### config.mk
export PLATFORM = sky130hd
export DESIGN_NAME = mshr_table
export DESIGN_NICKNAME = d
export VERILOG_FILES = /design/src/rtl/mshr_pkg.sv /design/src/rtl/mshr_lowest.sv /design/src/rtl/mshr_match.sv /design/src/rtl/mshr_pick.sv /design/src/rtl/mshr_table.sv
export SDC_FILE = /design/constraint.sdc
export NUM_CORES = 1
export LEC_CHECK = 0
export CAP_MARGIN = 20
export CORE_MARGIN = 1
export CORE_UTILIZATION = 50
export DETAILED_ROUTE_END_ITERATION = 6
export PLACE_DENSITY = 0.66
export SLEW_MARGIN = 20
export SYNTH_ARGS = -nofsm -noshare
export SYNTH_HDL_FRONTEND = slang
export SYNTH_HIERARCHICAL = 1
export SYNTH_SLANG_ARGS = --single-unit
### constraint.sdc
create_clock -name clk -period 23.3 [get_ports clk]
set_input_delay 4.66 -clock clk [delete_from_list [all_inputs] [get_ports clk]]
set_output_delay 4.66 -clock clk [all_outputs]
set_load 0.05 [all_outputs]
### src/rtl/mshr_pkg.sv
package mshr_pkg;
  typedef enum logic [3:0] {
    OP_NOP    = 4'd0,
    OP_ALLOC  = 4'd1,
    OP_SERVE  = 4'd2,
    OP_REWAIT = 4'd3,
    OP_FRONT  = 4'd4,
    OP_FREE   = 4'd5,
    OP_ADDT   = 4'd6,
    OP_POPT   = 4'd7,
    OP_SQUASH = 4'd8,
    OP_DRAIN  = 4'd9
  } mshr_op_e;
endpackage

### src/rtl/mshr_lowest.sv
module mshr_lowest #(
  parameter int N  = 5,
  parameter int IW = 3
) (
  input  logic [N-1:0]  req,
  output logic          found,
  output logic [IW-1:0] idx
);
  always_comb begin
    found = 1'b0;
    idx   = '0;
    for (int i = N - 1; i >= 0; i--) begin
      if (req[i]) begin
        found = 1'b1;
        idx   = IW'(i);
      end
    end
  end
endmodule

### src/rtl/mshr_match.sv
module mshr_match #(
  parameter int N  = 5,
  parameter int IW = 3,
  parameter int AW = 12
) (
  input  logic [N-1:0]         valid,
  input  logic [N-1:0][AW-1:0] tab_addr,
  input  logic [N-1:0]         tab_sec,
  input  logic [AW-1:0]        key_addr,
  input  logic                 key_sec,
  output logic                 hit,
  output logic [IW-1:0]        idx
);
  logic [N-1:0] eq;

  for (genvar g = 0; g < N; g++) begin : g_cmp
    assign eq[g] = valid[g] && (tab_addr[g] == key_addr) && (tab_sec[g] == key_sec);
  end

  mshr_lowest #(.N(N), .IW(IW)) u_enc (.req(eq), .found(hit), .idx(idx));
endmodule

### src/rtl/mshr_pick.sv
module mshr_pick #(
  parameter int N  = 5,
  parameter int IW = 3,
  parameter int TW = 16,
  parameter int SW = 16
) (
  input  logic [N-1:0]         cand,
  input  logic [N-1:0]         front,
  input  logic [N-1:0][TW-1:0] rtime,
  input  logic [N-1:0][SW-1:0] stamp,
  output logic                 found,
  output logic [IW-1:0]        idx
);
  function automatic logic ahead(input logic fa, input logic [TW-1:0] ra, input logic [SW-1:0] sa,
                                 input logic fb, input logic [TW-1:0] rb, input logic [SW-1:0] sb);
    if (fa != fb) return fa;
    if (fa) return sa > sb;
    if (ra != rb) return ra < rb;
    return sa < sb;
  endfunction

  always_comb begin
    int best;
    best  = 0;
    found = 1'b0;
    for (int i = 0; i < N; i++) begin
      if (cand[i] && (!found || ahead(front[i], rtime[i], stamp[i], front[best], rtime[best], stamp[best]))) begin
        best  = i;
        found = 1'b1;
      end
    end
    idx = IW'(best);
  end
endmodule

### src/rtl/mshr_table.sv
module mshr_table
  import mshr_pkg::*;
#(
  parameter int REQ_ENTRIES = 4,
  parameter int RESERVE     = 2,
  parameter int AW          = 12,
  parameter int TIDW        = 2,
  parameter int TW          = 16,
  parameter int SW          = 16,
  parameter int TGW         = 3,
  localparam int NENT       = REQ_ENTRIES + RESERVE - 1,
  localparam int IW         = (NENT > 1) ? $clog2(NENT) : 1
) (
  input  logic            clk,
  input  logic            rst,
  input  logic            cmd_valid,
  input  logic [3:0]      cmd_op,
  input  logic [IW-1:0]   cmd_idx,
  input  logic [AW-1:0]   cmd_addr,
  input  logic            cmd_secure,
  input  logic [TIDW-1:0] cmd_tid,
  input  logic [TW-1:0]   cmd_rtime,
  input  logic            cmd_resp,
  input  logic [AW-1:0]   lk_addr,
  input  logic            lk_secure,
  output logic            lk_hit,
  output logic [IW-1:0]   lk_idx,
  output logic            alloc_ok,
  output logic [IW-1:0]   alloc_idx,
  output logic            full,
  output logic [IW:0]     alloc_count,
  output logic [IW:0]     svc_count,
  output logic            iss_valid,
  output logic [IW-1:0]   iss_idx,
  output logic [AW-1:0]   iss_addr,
  output logic            iss_secure,
  output logic            unfull,
  output logic            draining,
  output logic            drain_done
);
  localparam logic [IW:0]    FULLC  = (IW+1)'(NENT);
  localparam logic [TGW-1:0] TG_ONE = TGW'(1);
  localparam logic [TGW-1:0] TG_MAX = '1;
  localparam logic [SW-1:0]  ST_ONE = SW'(1);
  localparam logic [TW-1:0]  TW_ONE = TW'(1);

  // Entry state
  logic [NENT-1:0]           v_q, v_n, svc_q, svc_n, fr_q, fr_n, se_q, se_n;
  logic [NENT-1:0][AW-1:0]   ad_q, ad_n;
  logic [NENT-1:0][TIDW-1:0] td_q, td_n;
  logic [NENT-1:0][TW-1:0]   rt_q, rt_n;
  logic [NENT-1:0][SW-1:0]   st_q, st_n;
  logic [NENT-1:0][TGW-1:0]  tg_q, tg_n;
  logic [SW-1:0]             stc_q, stc_n;
  logic [TW-1:0]             now_q;

  logic [IW:0]   cnt_n, scnt_n;
  logic          dr_n, done_n, aok_n, unf_n;
  logic          free_ok, m_hit, p_found;
  logic [IW-1:0] free_idx, m_idx, p_idx;
  logic          idx_ok;
  mshr_op_e      op;

  assign op     = mshr_op_e'(cmd_op);
  assign idx_ok = (int'(cmd_idx) < NENT);

  mshr_lowest #(.N(NENT), .IW(IW)) u_free (.req(~v_q), .found(free_ok), .idx(free_idx));

  mshr_match #(.N(NENT), .IW(IW), .AW(AW)) u_match (
    .valid(v_q), .tab_addr(ad_q), .tab_sec(se_q),
    .key_addr(lk_addr), .key_sec(lk_secure), .hit(m_hit), .idx(m_idx));

  mshr_pick #(.N(NENT), .IW(IW), .TW(TW), .SW(SW)) u_pick (
    .cand(v_q & ~svc_q), .front(fr_q), .rtime(rt_q), .stamp(st_q),
    .found(p_found), .idx(p_idx));

  always_comb begin
    v_n = v_q;   svc_n = svc_q; fr_n = fr_q; se_n = se_q;
    ad_n = ad_q; td_n = td_q;   rt_n = rt_q; st_n = st_q;
    tg_n = tg_q; stc_n = stc_q;
    dr_n = draining; done_n = 1'b0; aok_n = 1'b0; unf_n = 1'b0;
    if (cmd_valid) begin
      unique case (op)
        OP_ALLOC: if (free_ok) begin
          v_n[free_idx]   = 1'b1;
          svc_n[free_idx] = 1'b0;
          fr_n[free_idx]  = 1'b0;
          ad_n[free_idx]  = cmd_addr;
          se_n[free_idx]  = cmd_secure;
          td_n[free_idx]  = cmd_tid;
          rt_n[free_idx]  = cmd_rtime;
          st_n[free_idx]  = stc_q;
          tg_n[free_idx]  = TG_ONE;
          stc_n           = stc_q + ST_ONE;
          aok_n           = 1'b1;
        end
        OP_SERVE: if (idx_ok && v_q[cmd_idx] && !svc_q[cmd_idx]) begin
          if (cmd_resp) svc_n[cmd_idx] = 1'b1;
          else          v_n[cmd_idx]   = 1'b0;
        end
        OP_REWAIT: if (idx_ok && v_q[cmd_idx] && svc_q[cmd_idx]) begin
          svc_n[cmd_idx] = 1'b0;
          fr_n[cmd_idx]  = 1'b0;
          st_n[cmd_idx]  = stc_q;
          stc_n          = stc_q + ST_ONE;
        end
        OP_FRONT: if (idx_ok && v_q[cmd_idx] && !svc_q[cmd_idx]) begin
          fr_n[cmd_idx] = 1'b1;
          st_n[cmd_idx] = stc_q;
          stc_n         = stc_q + ST_ONE;
        end
        OP_FREE: if (idx_ok) v_n[cmd_idx] = 1'b0;
        OP_ADDT: if (idx_ok && v_q[cmd_idx] && tg_q[cmd_idx] != TG_MAX)
          tg_n[cmd_idx] = tg_q[cmd_idx] + TG_ONE;
        OP_POPT: if (idx_ok && v_q[cmd_idx]) begin
          if (tg_q[cmd_idx] <= TG_ONE) v_n[cmd_idx]  = 1'b0;
          else                         tg_n[cmd_idx] = tg_q[cmd_idx] - TG_ONE;
        end
        OP_SQUASH: for (int i = 0; i < NENT; i++) begin
          if (v_q[i] && td_q[i] == cmd_tid) begin
            tg_n[i] = '0;
            if (!svc_q[i]) v_n[i] = 1'b0;
          end
        end
        OP_DRAIN: if (alloc_count == '0) done_n = 1'b1;
                  else                   dr_n   = 1'b1;
        default: ;
      endcase
    end
    // released entries lose every mark
    for (int i = 0; i < NENT; i++) begin
      if (!v_n[i]) begin
        svc_n[i] = 1'b0;
        fr_n[i]  = 1'b0;
        tg_n[i]  = '0;
      end
    end
    cnt_n  = (IW+1)'($countones(v_n));
    scnt_n = (IW+1)'($countones(v_n & svc_n));
    if (draining && cnt_n == '0) begin
      done_n = 1'b1;
      dr_n   = 1'b0;
    end
    if (cmd_valid && op == OP_POPT && full && cnt_n != FULLC) unf_n = 1'b1;
  end

  always_ff @(posedge clk) begin
    if (rst) begin
      v_q <= '0; svc_q <= '0; fr_q <= '0; se_q <= '0;
      ad_q <= '0; td_q <= '0; rt_q <= '0; st_q <= '0; tg_q <= '0;
      stc_q <= '0; now_q <= '0;
      alloc_count <= '0; svc_count <= '0; full <= 1'b0;
      alloc_ok <= 1'b0; alloc_idx <= '0; unfull <= 1'b0;
      draining <= 1'b0; drain_done <= 1'b0;
      lk_hit <= 1'b0; lk_idx <= '0;
      iss_valid <= 1'b0; iss_idx <= '0; iss_addr <= '0; iss_secure <= 1'b0;
    end else begin
      v_q <= v_n; svc_q <= svc_n; fr_q <= fr_n; se_q <= se_n;
      ad_q <= ad_n; td_q <= td_n; rt_q <= rt_n; st_q <= st_n; tg_q <= tg_n;
      stc_q <= stc_n; now_q <= now_q + TW_ONE;
      alloc_count <= cnt_n; svc_count <= scnt_n; full <= (cnt_n == FULLC);
      alloc_ok <= aok_n; alloc_idx <= free_idx; unfull <= unf_n;
      draining <= dr_n; drain_done <= done_n;
      lk_hit <= m_hit; lk_idx <= m_idx;
      iss_valid  <= p_found && (rt_q[p_idx] <= now_q);
      iss_idx    <= p_idx;
      iss_addr   <= ad_q[p_idx];
      iss_secure <= se_q[p_idx];
    end
  end
endmodule

==> flow_summary.yaml, run 1 <==
critical_path:
  path_common_cell: "o21a_1"
  r2r_start: "rt_q[11]"
  crit_slowest_cell: "a2111oi_0"
  r2r_cells: 54
  cp-start-kind: "register"
  slowest_delay_ps: 820
  path_max_fanout: 34
  arrival_ps: 14340
  path_class: "reg2reg"
  cp-startpoint: "rt_q[11]"
  required_ps: 23810
  end_kind: "register"
synth:
  synth_ff_type: "dfxtp_1"
  ys_ff_latch: 332
  async_flop_share_pct: 0
  yosysWarnings: 6
  synthDistinctLibCells: 90
  synth_area_leaders: "dfxtp_1, ha_1, mux2i_1, nand2_1, a21oi_1"
  syn_inst: 2472
  yosys.area.top_type: "dfxtp_1"
  yosysSeqAreaShare_pct: 32.8
  synth_top_area_share_pct: 32.8
  synth_edf_count: 0
  synth_area_per_cell_um2: 8.21
  syn_area_mm2: 0.0203
finish:
  layout-drive-gt1-share_pct: 6.17
  final_cell_area_mm2: 0.0224
  syn_to_final_growth_pct: 10.2
  nets: 2682
pwr:
  pwr-share-clk_pct: 47.6
  leakage_nw: 7.92
  switching_power_uw: 300
  internal_power_uw: 934
  comb_power_share_pct: 6.1
  powerDensity_mw_per_mm2: 55.2
  max-vdd-ir-drop_mv: 0.0666
  switching_share_pct: 24.3
  pwr-share-seq_pct: 46.3
placed_design:
  place_area_mm2: 0.0212
  portBuffers: 89
  gp_congestion: 0.958
  dp_hpwl_um: 42000
floorplan:
  die_h_um: 203
  dieArea_mm2: 0.0414
  core_mm2: 0.0399
  initial_core_util_pct: 50.8
  row_count: 73
  io_pins: 92
  die_x_um: 203
global_route:
  grt_max_degree: 123
  grt-ovfl-total: 0
  antenna_found_initial: 0
  grtUsageTotal_pct: 28.8
  grt_pass1_wl_um: 94100
  grt_pass1_vias: 17100
job:
  cap_violations: 0
min_path:
  min_path_type: "reg2reg"
  whs_path_depth: 2
  hp-start: "full"
clocking:
  root_buffer: "clkbuf_16"
  h-tree-depth: 2
  cts-resized-gates: 0
  clk_path_buf_depth: 3
  cts_setup_buffers: 0
  cts_sinks: 332
  worst_skew_pair.late_latency_ps: 590
  cts_tree: "built"
  holdBufCountCts: 0
  cts_made_buffers: 38
  path_clk_slew_ps: 60
drt:
  via_count: 17700
  wl_per_cell_um: 19.9
  first_iter_violations: 1503
  drc: 0
  ant_nets: 0
  first_pass_iters: 5
  vias_per_cell: 5.86
  wirelength_um: 60000
timing:
  slew_headroom_pct: 29.9
  slew_violations: 0
  finalClockSkew_ps: 33.3
  tns_ps: 0
  setup_viol: 0
  rsz0062_at_grt: "false"
  worst_pin_slew_ps: 1050
  timing.fmax_ghz: 0.0723
  finalHoldViolCount: 0
  period_minus_slack_ps: 13830
  period_share_pct: 59.4
status:
  status: "complete, no violations"
## through the flow
| step | utilization (%) | hold slack [ps] | cells | setup slack [ps] | power [mW] |
|---|---|---|---|---|---|
| 2_1_floorplan | - | 433 | 2473 | 12130 | 0.634 |
| 3_3_place_gp | 53.0 | 445 | 2957 | 9810 | 0.656 |
| 3_5_place_dp | 53.0 | 442 | 2957 | 9370 | 0.657 |
| 4_1_cts | 56.0 | 454 | 3022 | 9330 | 1.24 |
| 5_1_grt | 56.0 | 480 | 3022 | 8600 | 1.27 |
| 6_report | 56.0 | 455 | 3023 | 9470 | 1.23 |
## Yosys cell counts (4+ instances only)
cell type	instances
a2111oi_0	4
a211oi_1	16
a21o_1	22
a21oi_1	281
a21oi_4	5
a221o_1	5
a22oi_1	17
a31oi_1	15
and2_1	12
and3_1	8
and3b_1	5
and4_1	4
buf_1	4
buf_12	6
buf_2	15
buf_6	17
buf_8	4
clkbuf_1	100
dfxtp_1	332
fa_1	4
ha_1	151
inv_1	147
mux2_2	11
mux2i_1	176
mux4_2	13
nand2_1	398
nand2b_1	18
nand3_1	32
nand3b_1	5
nand4_1	50
nor2_1	223
nor2b_1	34
nor3_1	21
nor4_1	6
nor4_2	7
o2111ai_1	7
o211ai_1	6
o21a_1	18
o21ai_0	49
o22ai_1	22
or2_2	5
or3_1	16
or4_4	5
xnor2_1	94
xor2_1	8
## power by group through the flow
stage	clock network, mW	registers [mW]	logic (mW)
final	0.587	0.571	0.0754
after floorplan	0	0.584	0.0497
after global placement	0	0.583	0.0732
after global routing	0.619	0.571	0.0810
after CTS	0.597	0.571	0.0742
after detailed placement	0	0.583	0.0737
## cell families (layout without fill, tap and decap cells)
group	count (synthesis)	count (layout)	synth area share, %
other	1	3	0.0185
AND/OR/NAND/NOR	870	870	19.6
buffers and inverters	297	321	6.97
flip-flops	332	332	32.8
adder cells (fa/ha/maj)	155	155	9.71
multiplexers	202	202	10.9
AO/OA/AOI/OAI	513	513	15.6
XOR/XNOR	102	102	4.40
## worst paths after layout
path                    end  slack, ps
setup / recovery  iss_valid       9470
hold / removal       unfull        450
setup reg to reg  iss_valid       9470
hold reg to reg      unfull        450
## placed cells by master (no fill, tap or decap), drive strengths merged, types with 16 or more instances in the layout
| cell | count |
|---|---|
| a22oi | 18 |
| clkbuf | 52 |
| o21ai | 50 |
| clkdlybuf4s50 | 88 |
| mux2i | 176 |
| nand2 | 399 |
| nor2 | 223 |
| or3 | 16 |
| dfxtp | 332 |
| xnor2 | 94 |
| nor3 | 21 |
| nand3 | 32 |
| ha | 151 |
| nor2b | 34 |
| nand2b | 18 |
| o22ai | 23 |
| a211oi | 16 |
| buf | 20 |
| a21oi | 286 |
| a21o | 22 |
| nand4 | 50 |
| inv | 150 |
| o21a | 20 |
## area by class of cell
cell class,instances,area (um^2)
Sequential cell,332,6650
Fill cell,3693,17500
Timing Repair Buffer,108,1040
Tap cell,525,657
Multi-Input combinational cell,1844,12300
Antenna cell,1,2.50
Clock inverter,13,113
Clock buffer,52,1080
Inverter,148,556
## metal layers
layer	share of wire, %	global-route usage (%)	wire length (um)	vias up
met1	45	38.8	26900	8437
met3	6.0	3.47	3580	126
met2	46	46.6	27600	615
met5	0	0	0	-
li1	-	-	-	8533
met4	3.3	11.8	1970	0
## sequential cells by signal, indices dropped and copies added (netlist names), 10 cells and up
signal and cells:
ad_q 60, iss_addr 12, now_q 16, rt_q 80, st_q 80, stc_q 16, td_q 10, tg_q 15
## critical path, delay by kind of cell (launching register included)
| kind | cells | cell delay, ps |
|---|---|---|
| AOI/OAI and AO/OA | 30 | 6820 |
| and+or+nand+nor | 11 | 3060 |
| adders and majority gates | 5 | 1480 |
| buffers and inverters | 6 | 1410 |
| muxes | 2 | 600 |
| DFF | 1 | 350 |
(Power assumes the default switching activity.)
==> run 2: changes to the inputs <==
==> constraint.sdc (replaced) <==
create_clock -name clk -period 13.88 [get_ports clk]
set_input_delay 2.776 -clock clk [delete_from_list [all_inputs] [get_ports clk]]
set_output_delay 2.776 -clock clk [all_outputs]
set_load 0.05 [all_outputs]
==> run 2 against run 1 <==
  * Wire length rose by 0.77%
  * Sequential cell count did not move
  * Non-clock buffer count grew 9
  * Worst hold slack got worse by 0.97 ps
  * Largest power group unchanged
  * Utilization rose by 0.48 points
  * Final cell count rose by 0.36%
  * Highest routed layer unchanged
  * Maximum frequency rose by 7.2%
  * Global-route usage rose by 0.38 points
  * Largest cell class unchanged
  * Cell area rose by 0.86%
==> flow_summary.yaml, run 2 (synthesis gave the netlist of run 1 again) <==
pwr:
  max-vdd-ir-drop_mv: 0.0760
  powerDensity_mw_per_mm2: 95.5
  leakage_nw: 8.02
drt:
  via_count: 17600
  ant_nets: 0
  first_iter_violations: 1450
  wl_per_cell_um: 19.9
  wirelength_um: 60500
  drc: 0
  first_pass_iters: 5
  vias_per_cell: 5.81
clocking:
  holdBufCountCts: 0
  root_buffer: "clkbuf_16"
  cts_setup_buffers: 0
  path_clk_slew_ps: 60
  cts_sinks: 332
  cts_made_buffers: 38
  cts_tree: "built"
  h-tree-depth: 2
  worst_skew_pair.late_latency_ps: 570
  clk_path_buf_depth: 3
timing:
  slew_headroom_pct: 32.7
  worst_pin_slew_ps: 1010
  period_minus_slack_ps: 12900
  timing.fmax_ghz: 0.0775
  tns_ps: 0
  setup_viol: 0
  slew_violations: 0
  finalWorstSetupSlack_ps: 979
  finalHoldViolCount: 0
  rsz0062_at_grt: "false"
  finalClockSkew_ps: 27.9
  period_share_pct: 92.9
  hold_slack_ps: 454
floorplan:
  initial_core_util_pct: 50.8
  row_count: 73
  core_mm2: 0.0399
  io_pins: 92
  dieArea_mm2: 0.0414
  die_h_um: 203
  die_x_um: 203
critical_path:
  required_ps: 14340
  cp-start-kind: "register"
  arrival_ps: 13360
  path_max_fanout: 24
  end_kind: "register"
  slowest_delay_ps: 490
  crit_slowest_cell: "o31a_2"
  path_class: "reg2reg"
finish:
  layout_common_cells: "nand2_1, dfxtp_1, a21oi_1"
  reg_top3: "rt_q x80, st_q x80, ad_q x60"
  mostFrequentLayoutCell: "nand2_1"
  nets: 2691
  syn_to_final_growth_pct: 11.2
  layout-drive-gt1-share_pct: 6.62
  diodes: 0
  final_cell_area_mm2: 0.0226
placed_design:
  place_ws_ps: 1050
  dp_hpwl_um: 42700
  gp_congestion: 0.963
  portBuffers: 89
  place_area_mm2: 0.0212
global_route:
  grt_pass1_wl_um: 95100
  grtUsageTotal_pct: 29.2
  grt_max_degree: 140
  grt-ovfl-total: 0
  antenna_found_initial: 0
  grt_pass1_vias: 17300
status:
  status: "complete, no violations"
min_path:
  min_path_type: "reg2reg"
job:
  cap_violations: 0
-- run 2: cell count changes in the layout (fill, tap and decap cells not counted) --
cell,delta
buf_4,+9
bufinv_16,+5
clkbuf_8,-2
clkinv_2,-1
diode_2,-1
inv_6,+1
-- run 2: worst max-delay path, delay by kind of cell, from the launching register on --
kind / cells / cell delay [ps]
flops: 1 / 350
mux: 3 / 830
compound gates: 29 / 5870
simple gates: 13 / 2900
buf+inv: 6 / 1280
fa+ha+maj: 5 / 1540
-- run 2: through the flow --
stage	cells	utilization [%]	power, mW
final	3034	56.5	2.15
after global routing	3034	56.5	2.22
after CTS	3034	56.5	2.17
after detailed placement	2966	53.2	1.10
after global placement	2966	53.2	1.10
after floorplan	2473	-	1.06
-- run 2: final timing paths --
path                                from        end  slack, ps  cells after the start
worst max register to register  rt_q[11]  iss_valid        980                     56
worst min register to register      full     unfull        450                      2
worst max-delay path            rt_q[11]  iss_valid        980                     56
worst min-delay path                full     unfull        450                      2
-- run 2: repair_timing --
item,4_1_cts,5_1_grt
endpoints found under the setup margin,0,1
endpoints found under the hold margin,0,0
resized for setup,0,1
-- run 2: layout make-up --
cell class                 count  area (um^2)
tap                          525          657
fill                        3648        17400
inverter                     148          556
sequential                   332         6650
clock inverter                18          267
timing repair buffer         117         1110
multi-input combinational   1844        12300
clock buffer                  50         1060
-- run 2: metal layers --
metal | share of wire [%] | track usage (%) | vias to the layer above
li1 | - | - | 8538
met1 | 45 | 38.2 | 8406
met2 | 47 | 49.2 | 590
met3 | 6.0 | 4.23 | 107
met4 | 2.5 | 9.45 | 0
met5 | 0 | 0 | -
-- run 2: power by group --
group	total (mW)	internal (mW)	leakage [nW]	switching (mW)
combinational	0.127	0.0471	4.69	0.0796
clock	1.07	0.650	0.655	0.419
sequential	0.958	0.956	2.67	0.00270
total	2.15	1.65	8.02	0.501
